===== src/rtl/fcd_pkg.sv =====
package fcd_pkg;
  typedef struct packed {
    logic hdrLoad;
    logic word0Load;
    logic cfgCommit;
    logic streamOn;
    logic streamOff;
    logic errPulse;
    logic dropPulse;
  } fcdStrobes_t;
endpackage


===== src/rtl/fcd_ctrl.sv =====
module fcd_ctrl
  import fcd_pkg::*;
#(
  parameter int LEN_W = 16,
  parameter int MAX_LEN_BYTES = 1024,
  parameter logic [LEN_W-1:0] OP_CONFIG = 16'h0052,
  parameter logic [LEN_W-1:0] OP_START = 16'h0054,
  parameter logic [LEN_W-1:0] OP_STOP = 16'h0055
) (
  input  logic             clk,
  input  logic             rst,
  input  logic             beatFire,
  input  logic             inLast,
  input  logic             keepOk,
  input  logic [LEN_W-1:0] hdrOp,
  input  logic [LEN_W-1:0] hdrLen,
  input  logic [LEN_W-1:0] capOp,
  input  logic [LEN_W-1:0] capLen,
  output fcdStrobes_t      st
);
  localparam int MAX_BEATS = MAX_LEN_BYTES / 4;
  localparam int BEAT_W = $clog2(MAX_BEATS + 1);

  logic inPayload;
  logic [BEAT_W-1:0] beatCnt;
  logic [BEAT_W-1:0] expBeats;
  logic badQ;

  logic [BEAT_W:0] cntNext;
  logic over;
  logic badNext;
  logic lenOk;
  logic frameEnd;
  logic frameOk;
  logic [LEN_W-1:0] endOp;
  logic [LEN_W-1:0] endLen;

  always_comb begin
    st = '0;
    frameEnd = 1'b0;
    frameOk = 1'b0;
    endOp = capOp;
    endLen = capLen;
    lenOk = (hdrLen <= LEN_W'(MAX_LEN_BYTES)) && (hdrLen[1:0] == 2'b00);
    cntNext = {1'b0, beatCnt} + 1'b1;
    over = cntNext > {1'b0, expBeats};
    badNext = badQ | ~keepOk | over;
    if (beatFire) begin
      if (!inPayload) begin
        st.hdrLoad = 1'b1;
        endOp = hdrOp;
        endLen = hdrLen;
        if (inLast) begin
          frameEnd = 1'b1;
          frameOk = lenOk && keepOk && (hdrLen == '0);
        end
      end else begin
        st.word0Load = (beatCnt == '0);
        if (inLast) begin
          frameEnd = 1'b1;
          frameOk = !badNext && (cntNext == {1'b0, expBeats});
        end
      end
    end
    if (frameEnd) begin
      if (!frameOk) st.errPulse = 1'b1;
      else if (endOp == OP_CONFIG && endLen == LEN_W'(8)) st.cfgCommit = 1'b1;
      else if (endOp == OP_START && endLen == '0) st.streamOn = 1'b1;
      else if (endOp == OP_STOP && endLen == '0) st.streamOff = 1'b1;
      else st.dropPulse = 1'b1;
    end
  end

  always_ff @(posedge clk) begin
    if (rst) begin
      inPayload <= 1'b0;
      beatCnt <= '0;
      expBeats <= '0;
      badQ <= 1'b0;
    end else if (beatFire) begin
      if (!inPayload) begin
        inPayload <= !inLast;
        beatCnt <= '0;
        expBeats <= hdrLen[BEAT_W+1:2];
        badQ <= !lenOk || !keepOk || (hdrLen == '0);
      end else if (inLast) begin
        inPayload <= 1'b0;
      end else begin
        badQ <= badNext;
        if (!over) beatCnt <= cntNext[BEAT_W-1:0];
      end
    end
  end
endmodule


===== src/rtl/fcd_datapath.sv =====
module fcd_datapath
  import fcd_pkg::*;
#(
  parameter int DATA_W = 32,
  parameter int CHAN_W = 16,
  parameter int PERIOD_W = 32
) (
  input  logic                clk,
  input  logic                rst,
  input  logic [DATA_W-1:0]   inData,
  input  fcdStrobes_t         st,
  output logic [DATA_W/2-1:0] capOp,
  output logic [DATA_W/2-1:0] capLen,
  output logic [CHAN_W-1:0]   chanCount,
  output logic [PERIOD_W-1:0] samplePeriod,
  output logic                streamEn,
  output logic                frameErr,
  output logic                frameDrop
);
  localparam int LEN_W = DATA_W / 2;

  logic [CHAN_W-1:0] word0Q;

  always_ff @(posedge clk) begin
    if (rst) begin
      capOp <= '0;
      capLen <= '0;
      word0Q <= '0;
      chanCount <= '0;
      samplePeriod <= '0;
      streamEn <= 1'b0;
      frameErr <= 1'b0;
      frameDrop <= 1'b0;
    end else begin
      if (st.hdrLoad) begin
        capOp <= inData[DATA_W-1:LEN_W];
        capLen <= inData[LEN_W-1:0];
      end
      if (st.word0Load) word0Q <= inData[CHAN_W-1:0];
      if (st.cfgCommit) begin
        chanCount <= word0Q;
        samplePeriod <= inData[PERIOD_W-1:0];
      end
      if (st.streamOn) streamEn <= 1'b1;
      else if (st.streamOff) streamEn <= 1'b0;
      frameErr <= st.errPulse;
      frameDrop <= st.dropPulse;
    end
  end
endmodule


===== src/rtl/frame_cmd_decoder.sv =====
module frame_cmd_decoder
  import fcd_pkg::*;
#(
  parameter int DATA_W = 32,
  parameter int CHAN_W = 16,
  parameter int PERIOD_W = 32,
  parameter int MAX_LEN_BYTES = 1024,
  parameter logic [15:0] OP_CONFIG = 16'h0052,
  parameter logic [15:0] OP_START = 16'h0054,
  parameter logic [15:0] OP_STOP = 16'h0055
) (
  input  logic                clk,
  input  logic                rst,
  input  logic [DATA_W-1:0]   inData,
  input  logic [DATA_W/8-1:0] inKeep,
  input  logic                inValid,
  input  logic                inLast,
  output logic                inReady,
  output logic [CHAN_W-1:0]   chanCount,
  output logic [PERIOD_W-1:0] samplePeriod,
  output logic                streamEn,
  output logic                frameErr,
  output logic                frameDrop
);
  localparam int LEN_W = DATA_W / 2;

  fcdStrobes_t st;
  logic beatFire;
  logic [LEN_W-1:0] capOp;
  logic [LEN_W-1:0] capLen;

  assign inReady = ~rst;
  assign beatFire = inValid & inReady;

  fcd_ctrl #(
    .LEN_W(LEN_W),
    .MAX_LEN_BYTES(MAX_LEN_BYTES),
    .OP_CONFIG(OP_CONFIG),
    .OP_START(OP_START),
    .OP_STOP(OP_STOP)
  ) u_ctrl (
    .clk(clk),
    .rst(rst),
    .beatFire(beatFire),
    .inLast(inLast),
    .keepOk(&inKeep),
    .hdrOp(inData[DATA_W-1:LEN_W]),
    .hdrLen(inData[LEN_W-1:0]),
    .capOp(capOp),
    .capLen(capLen),
    .st(st)
  );

  fcd_datapath #(
    .DATA_W(DATA_W),
    .CHAN_W(CHAN_W),
    .PERIOD_W(PERIOD_W)
  ) u_dp (
    .clk(clk),
    .rst(rst),
    .inData(inData),
    .st(st),
    .capOp(capOp),
    .capLen(capLen),
    .chanCount(chanCount),
    .samplePeriod(samplePeriod),
    .streamEn(streamEn),
    .frameErr(frameErr),
    .frameDrop(frameDrop)
  );
endmodule


===== config.mk =====
export PLATFORM = sky130hd
export DESIGN_NAME = frame_cmd_decoder
export DESIGN_NICKNAME = d
export VERILOG_FILES = /design/src/rtl/fcd_pkg.sv /design/src/rtl/fcd_ctrl.sv /design/src/rtl/fcd_datapath.sv /design/src/rtl/frame_cmd_decoder.sv
export SDC_FILE = /design/constraint.sdc
export NUM_CORES = 1
export LEC_CHECK = 0
export ABC_CLOCK_PERIOD_IN_PS = 3700
export CAP_MARGIN = 20
export CORE_UTILIZATION = 35
export DETAILED_ROUTE_END_ITERATION = 8
export GPL_TIMING_DRIVEN = 0
export SLEW_MARGIN = 10
export SYNTH_ARGS = -nofsm -noshare
export SYNTH_HDL_FRONTEND = slang
export SYNTH_HIERARCHICAL = 1
export SYNTH_SLANG_ARGS = --single-unit

===== constraint.sdc =====
create_clock -name clk -period 3.7 [get_ports clk]
set_input_delay 0.74 -clock clk [delete_from_list [all_inputs] [get_ports clk]]
set_output_delay 0.74 -clock clk [all_outputs]
set_load 0.01 [all_outputs]

==> out/results.ini <==
[run_status]
status=completed

[drt]
routed_wl_mm=13.3
wire_per_inst_um=15.5
postRouteAntennaNets=0
viasPerCell=4.94
vias=4243
drt-pass1-iter-count=7
drc=0
first_iter_violations=192

[pwr]
peakVddDrop_uv=264
finalPower_uw=3250
cellLeakagePower_uw=0.00250
p_per_area_nw_per_um2=465

[global_route]
antenna_found_initial=0
grt_use_total_pct=18.2
use_met3_pct=5.72
grt_overflow=0
busiest_layer=met2
grtUsageMet1_pct=22.9
grt_max_degree=17
grt_pass1_vias=4247
grt_use_met2_pct=29.2
grt_pass1_wl_mm=21.3

[sta]
setup_viol=0
worst_pin_slew_ps=593
skew_ps=5.66
maxSlewHeadroom_pct=60.5
setup_tns_ps=0
fmax_mhz=295
fin_hold_ws_ps=458
post-route-period-util_pct=91.5
post-route-min-period_ps=3390
rsz0062_at_grt=no
slew_viol_final=0
hold_viol_final=0

[worst_setup_path]
worstPathArrival_ps=3660
cp_cell_sequence=ha_2 -> nand3_1 -> xnor2_1 -> ha_1 -> nand4_1 -> nor2_2 -> nand4_1 -> o32ai_1 -> nand3_1 -> nor2_1 -> buf_6 -> buf_12 -> buf_12 -> mux2i_1 -> nor2_1
worst-path-buf-inv=3
cpMaxStageDelayCell=dfxtp_1
crit_type=reg2reg
cp_max_fo=10
crit_path_end_kind=flop
cpPeakStageDelay_ps=480
path_delay_family=simple AND/OR/NAND/NOR gates
critPathLaunchType=flop
worst_ep_required_time_ps=3970

[floorplanning]
core.rowCount=44
die_area_um2=15400
start_util_pct=35.9
dieHeight_um=124
ioPinCount=92
die_w_um=124
coreArea_um2=14500

[logic_synthesis]
synth_edf_count=0
synth_ff_type=dfxtp_1
syn-num-nets=606
synthArstFlopShare_pct=0
synth.cell_area_um2=5220
ys_ff_latch=119
yosys_warnings=6
seq_area_frac_synth_pct=45.7
ys_types=50
netlist_instances=555
synth.avg_cell_area_um2=9.40

[cells_and_area]
drive_gt1_share_pct=8.59
final_core_util_pct=48.0
antenna_cells=0
final_area_um2=6980
syn2layout_area_growth_pct=33.7
final_net_count=714
nFillCells=1415

[place]
finalWeightedCongestion=0.847
placed_area_um2=6360
io_buffer_count=91
hpwl_mm=9.77

[clock_tree]
clk_pin_slew_ps=50
holdBufCountCts=0
cts_tree=built
cts_sinks=119
clock-root-buffer=clkbuf_16
htreeDepth=4
ctsLongestPathBuffers=2
clk_latency_ps=410
cts_made_buffers=17

[flow_run]
drv_cap=0

[hold_path]
hold_path.class=reg2reg

-- where the power goes --
| group | total (uW) | switching (uW) | internal, uW |
|---|---|---|---|
| registers | 1330 | 15.3 | 1310 |
| clock network | 1690 | 552 | 1140 |
| logic | 230 | 128 | 101 |
| total | 3250 | 695 | 2550 |
-- metrics by stage --
step | setup slack, ps | std cells
final | 314 | 859
after global routing | 15.3 | 859
after CTS | 56.5 | 861
after detailed placement | 33.1 | 830
after global placement | 64.6 | 830
after floorplan | 602 | 555
-- worst paths after layout --
path | start | endpoint | slack [ps] | cells past startpoint
min | u_ctrl/expBeats[7] | u_ctrl/expBeats[7] | 460 | 2
max reg2reg | u_ctrl/beatCnt[0] | u_dp/chanCount[13] | 310 | 15
max | u_ctrl/beatCnt[0] | u_dp/chanCount[13] | 310 | 15
min reg2reg | u_ctrl/expBeats[7] | u_ctrl/expBeats[7] | 460 | 2
-- per-layer routing --
layer  part of all wire (%)  wire, um  up-vias
li1                       -         -     2129
met1                     47      6300     1985
met2                     46      6120      114
met3                    5.0       661       15
met4                    1.5       201        0
met5                      0         0        -
-- cells in the final DEF, fill, tap and decap left out, types with 2 or more instances in the layout --
cell type,n
dfxtp_1,118
nor2_1,113
mux2i_1,98
clkdlybuf4s50_1,91
nand2_1,38
inv_1,20
clkbuf_16,17
clkbuf_1,17
a21oi_1,16
o21ai_0,11
ha_1,10
nand3_1,9
nand4_1,9
nor4_1,7
buf_4,7
clkbuf_8,5
xnor2_1,5
nor3_1,5
buf_2,5
o311ai_1,5
clkinv_2,4
or4_1,4
and4_1,3
nor2b_1,3
bufinv_16,3
nor4bb_1,3
nand2b_1,3
nor4b_1,3
and3_1,3
a21o_1,3
buf_6,3
buf_12,3
xor2_1,2
nor2_2,2
o2111ai_1,2
a31oi_1,2
-- area by class of cell --
class                      instances  area, um2  share of cell area, %
clock inverter                     8        119                   1.70
timing repair buffer              91        911                   13.1
clock buffer                      23        498                   7.14
buffer                            34        231                   3.32
inverter                          20       75.1                   1.08
tap                              184        230                   3.30
multi-input combinational        380       2530                   36.2
sequential                       119       2380                   34.2
-- what timing repair did --
action	in CTS	in global routing
endpoints found under the setup margin	0	49
setup buffers	0	0
gates resized for setup	0	4
-- cells in the mapped netlist, types with 2 or more instances --
master | number | area share (%)
inv_1 | 20 | 1.4
a21o_1 | 3 | 0.43
xnor2_1 | 5 | 0.84
clkbuf_1 | 18 | 1.3
nor4_1 | 7 | 0.84
nor4b_1 | 3 | 0.50
nand2b_1 | 3 | 0.36
o311ai_1 | 5 | 0.84
and3_1 | 3 | 0.36
nand4_1 | 9 | 1.1
nor4bb_1 | 3 | 0.58
buf_2 | 5 | 0.48
ha_1 | 11 | 2.6
buf_4 | 7 | 1.0
xor2_1 | 2 | 0.34
or4_1 | 4 | 0.58
a31oi_1 | 2 | 0.24
nor3_1 | 5 | 0.48
and4_1 | 3 | 0.50
mux2i_1 | 98 | 19
buf_6 | 3 | 0.65
nand3_1 | 9 | 0.86
nor2_1 | 115 | 8.3
nor2b_1 | 3 | 0.36
o2111ai_1 | 2 | 0.34
nand2_1 | 38 | 2.7
buf_12 | 3 | 1.2
dfxtp_1 | 119 | 46
o21ai_0 | 11 | 1.1
a21oi_1 | 16 | 1.5
-- registers in the layout, summed over array words and instances, names as in the netlist --
register / count
u_dp/samplePeriod: 32
u_dp/capLen: 16
u_dp/capOp: 16
u_dp/chanCount: 16
u_dp/word0Q: 16
u_ctrl/beatCnt: 9
u_ctrl/expBeats: 9
u_ctrl/badQ: 1
u_ctrl/inPayload: 1
u_dp/frameDrop: 1
u_dp/frameErr: 1
u_dp/streamEn: 1
-- cells by family (layout without fill, tap and decap cells) --
logic type      after synthesis  count (layout)  synth area share (%)
simple gates                214             214                  19.1
compound gates               50              50                  6.64
mux                          98              98                  18.8
flops                       119             119                  45.7
buf+inv                      56             176                  6.02
fa+ha+maj                    11              11                  2.64
xor+xnor                      7               7                  1.18
-- worst min-delay path, cell delays in order, from the launching register on --
cell and delay [ps]:
dfxtp_1 310, nand2_1 50, a21oi_1 50
No activity file was read; power rests on OpenSTA's default activity.
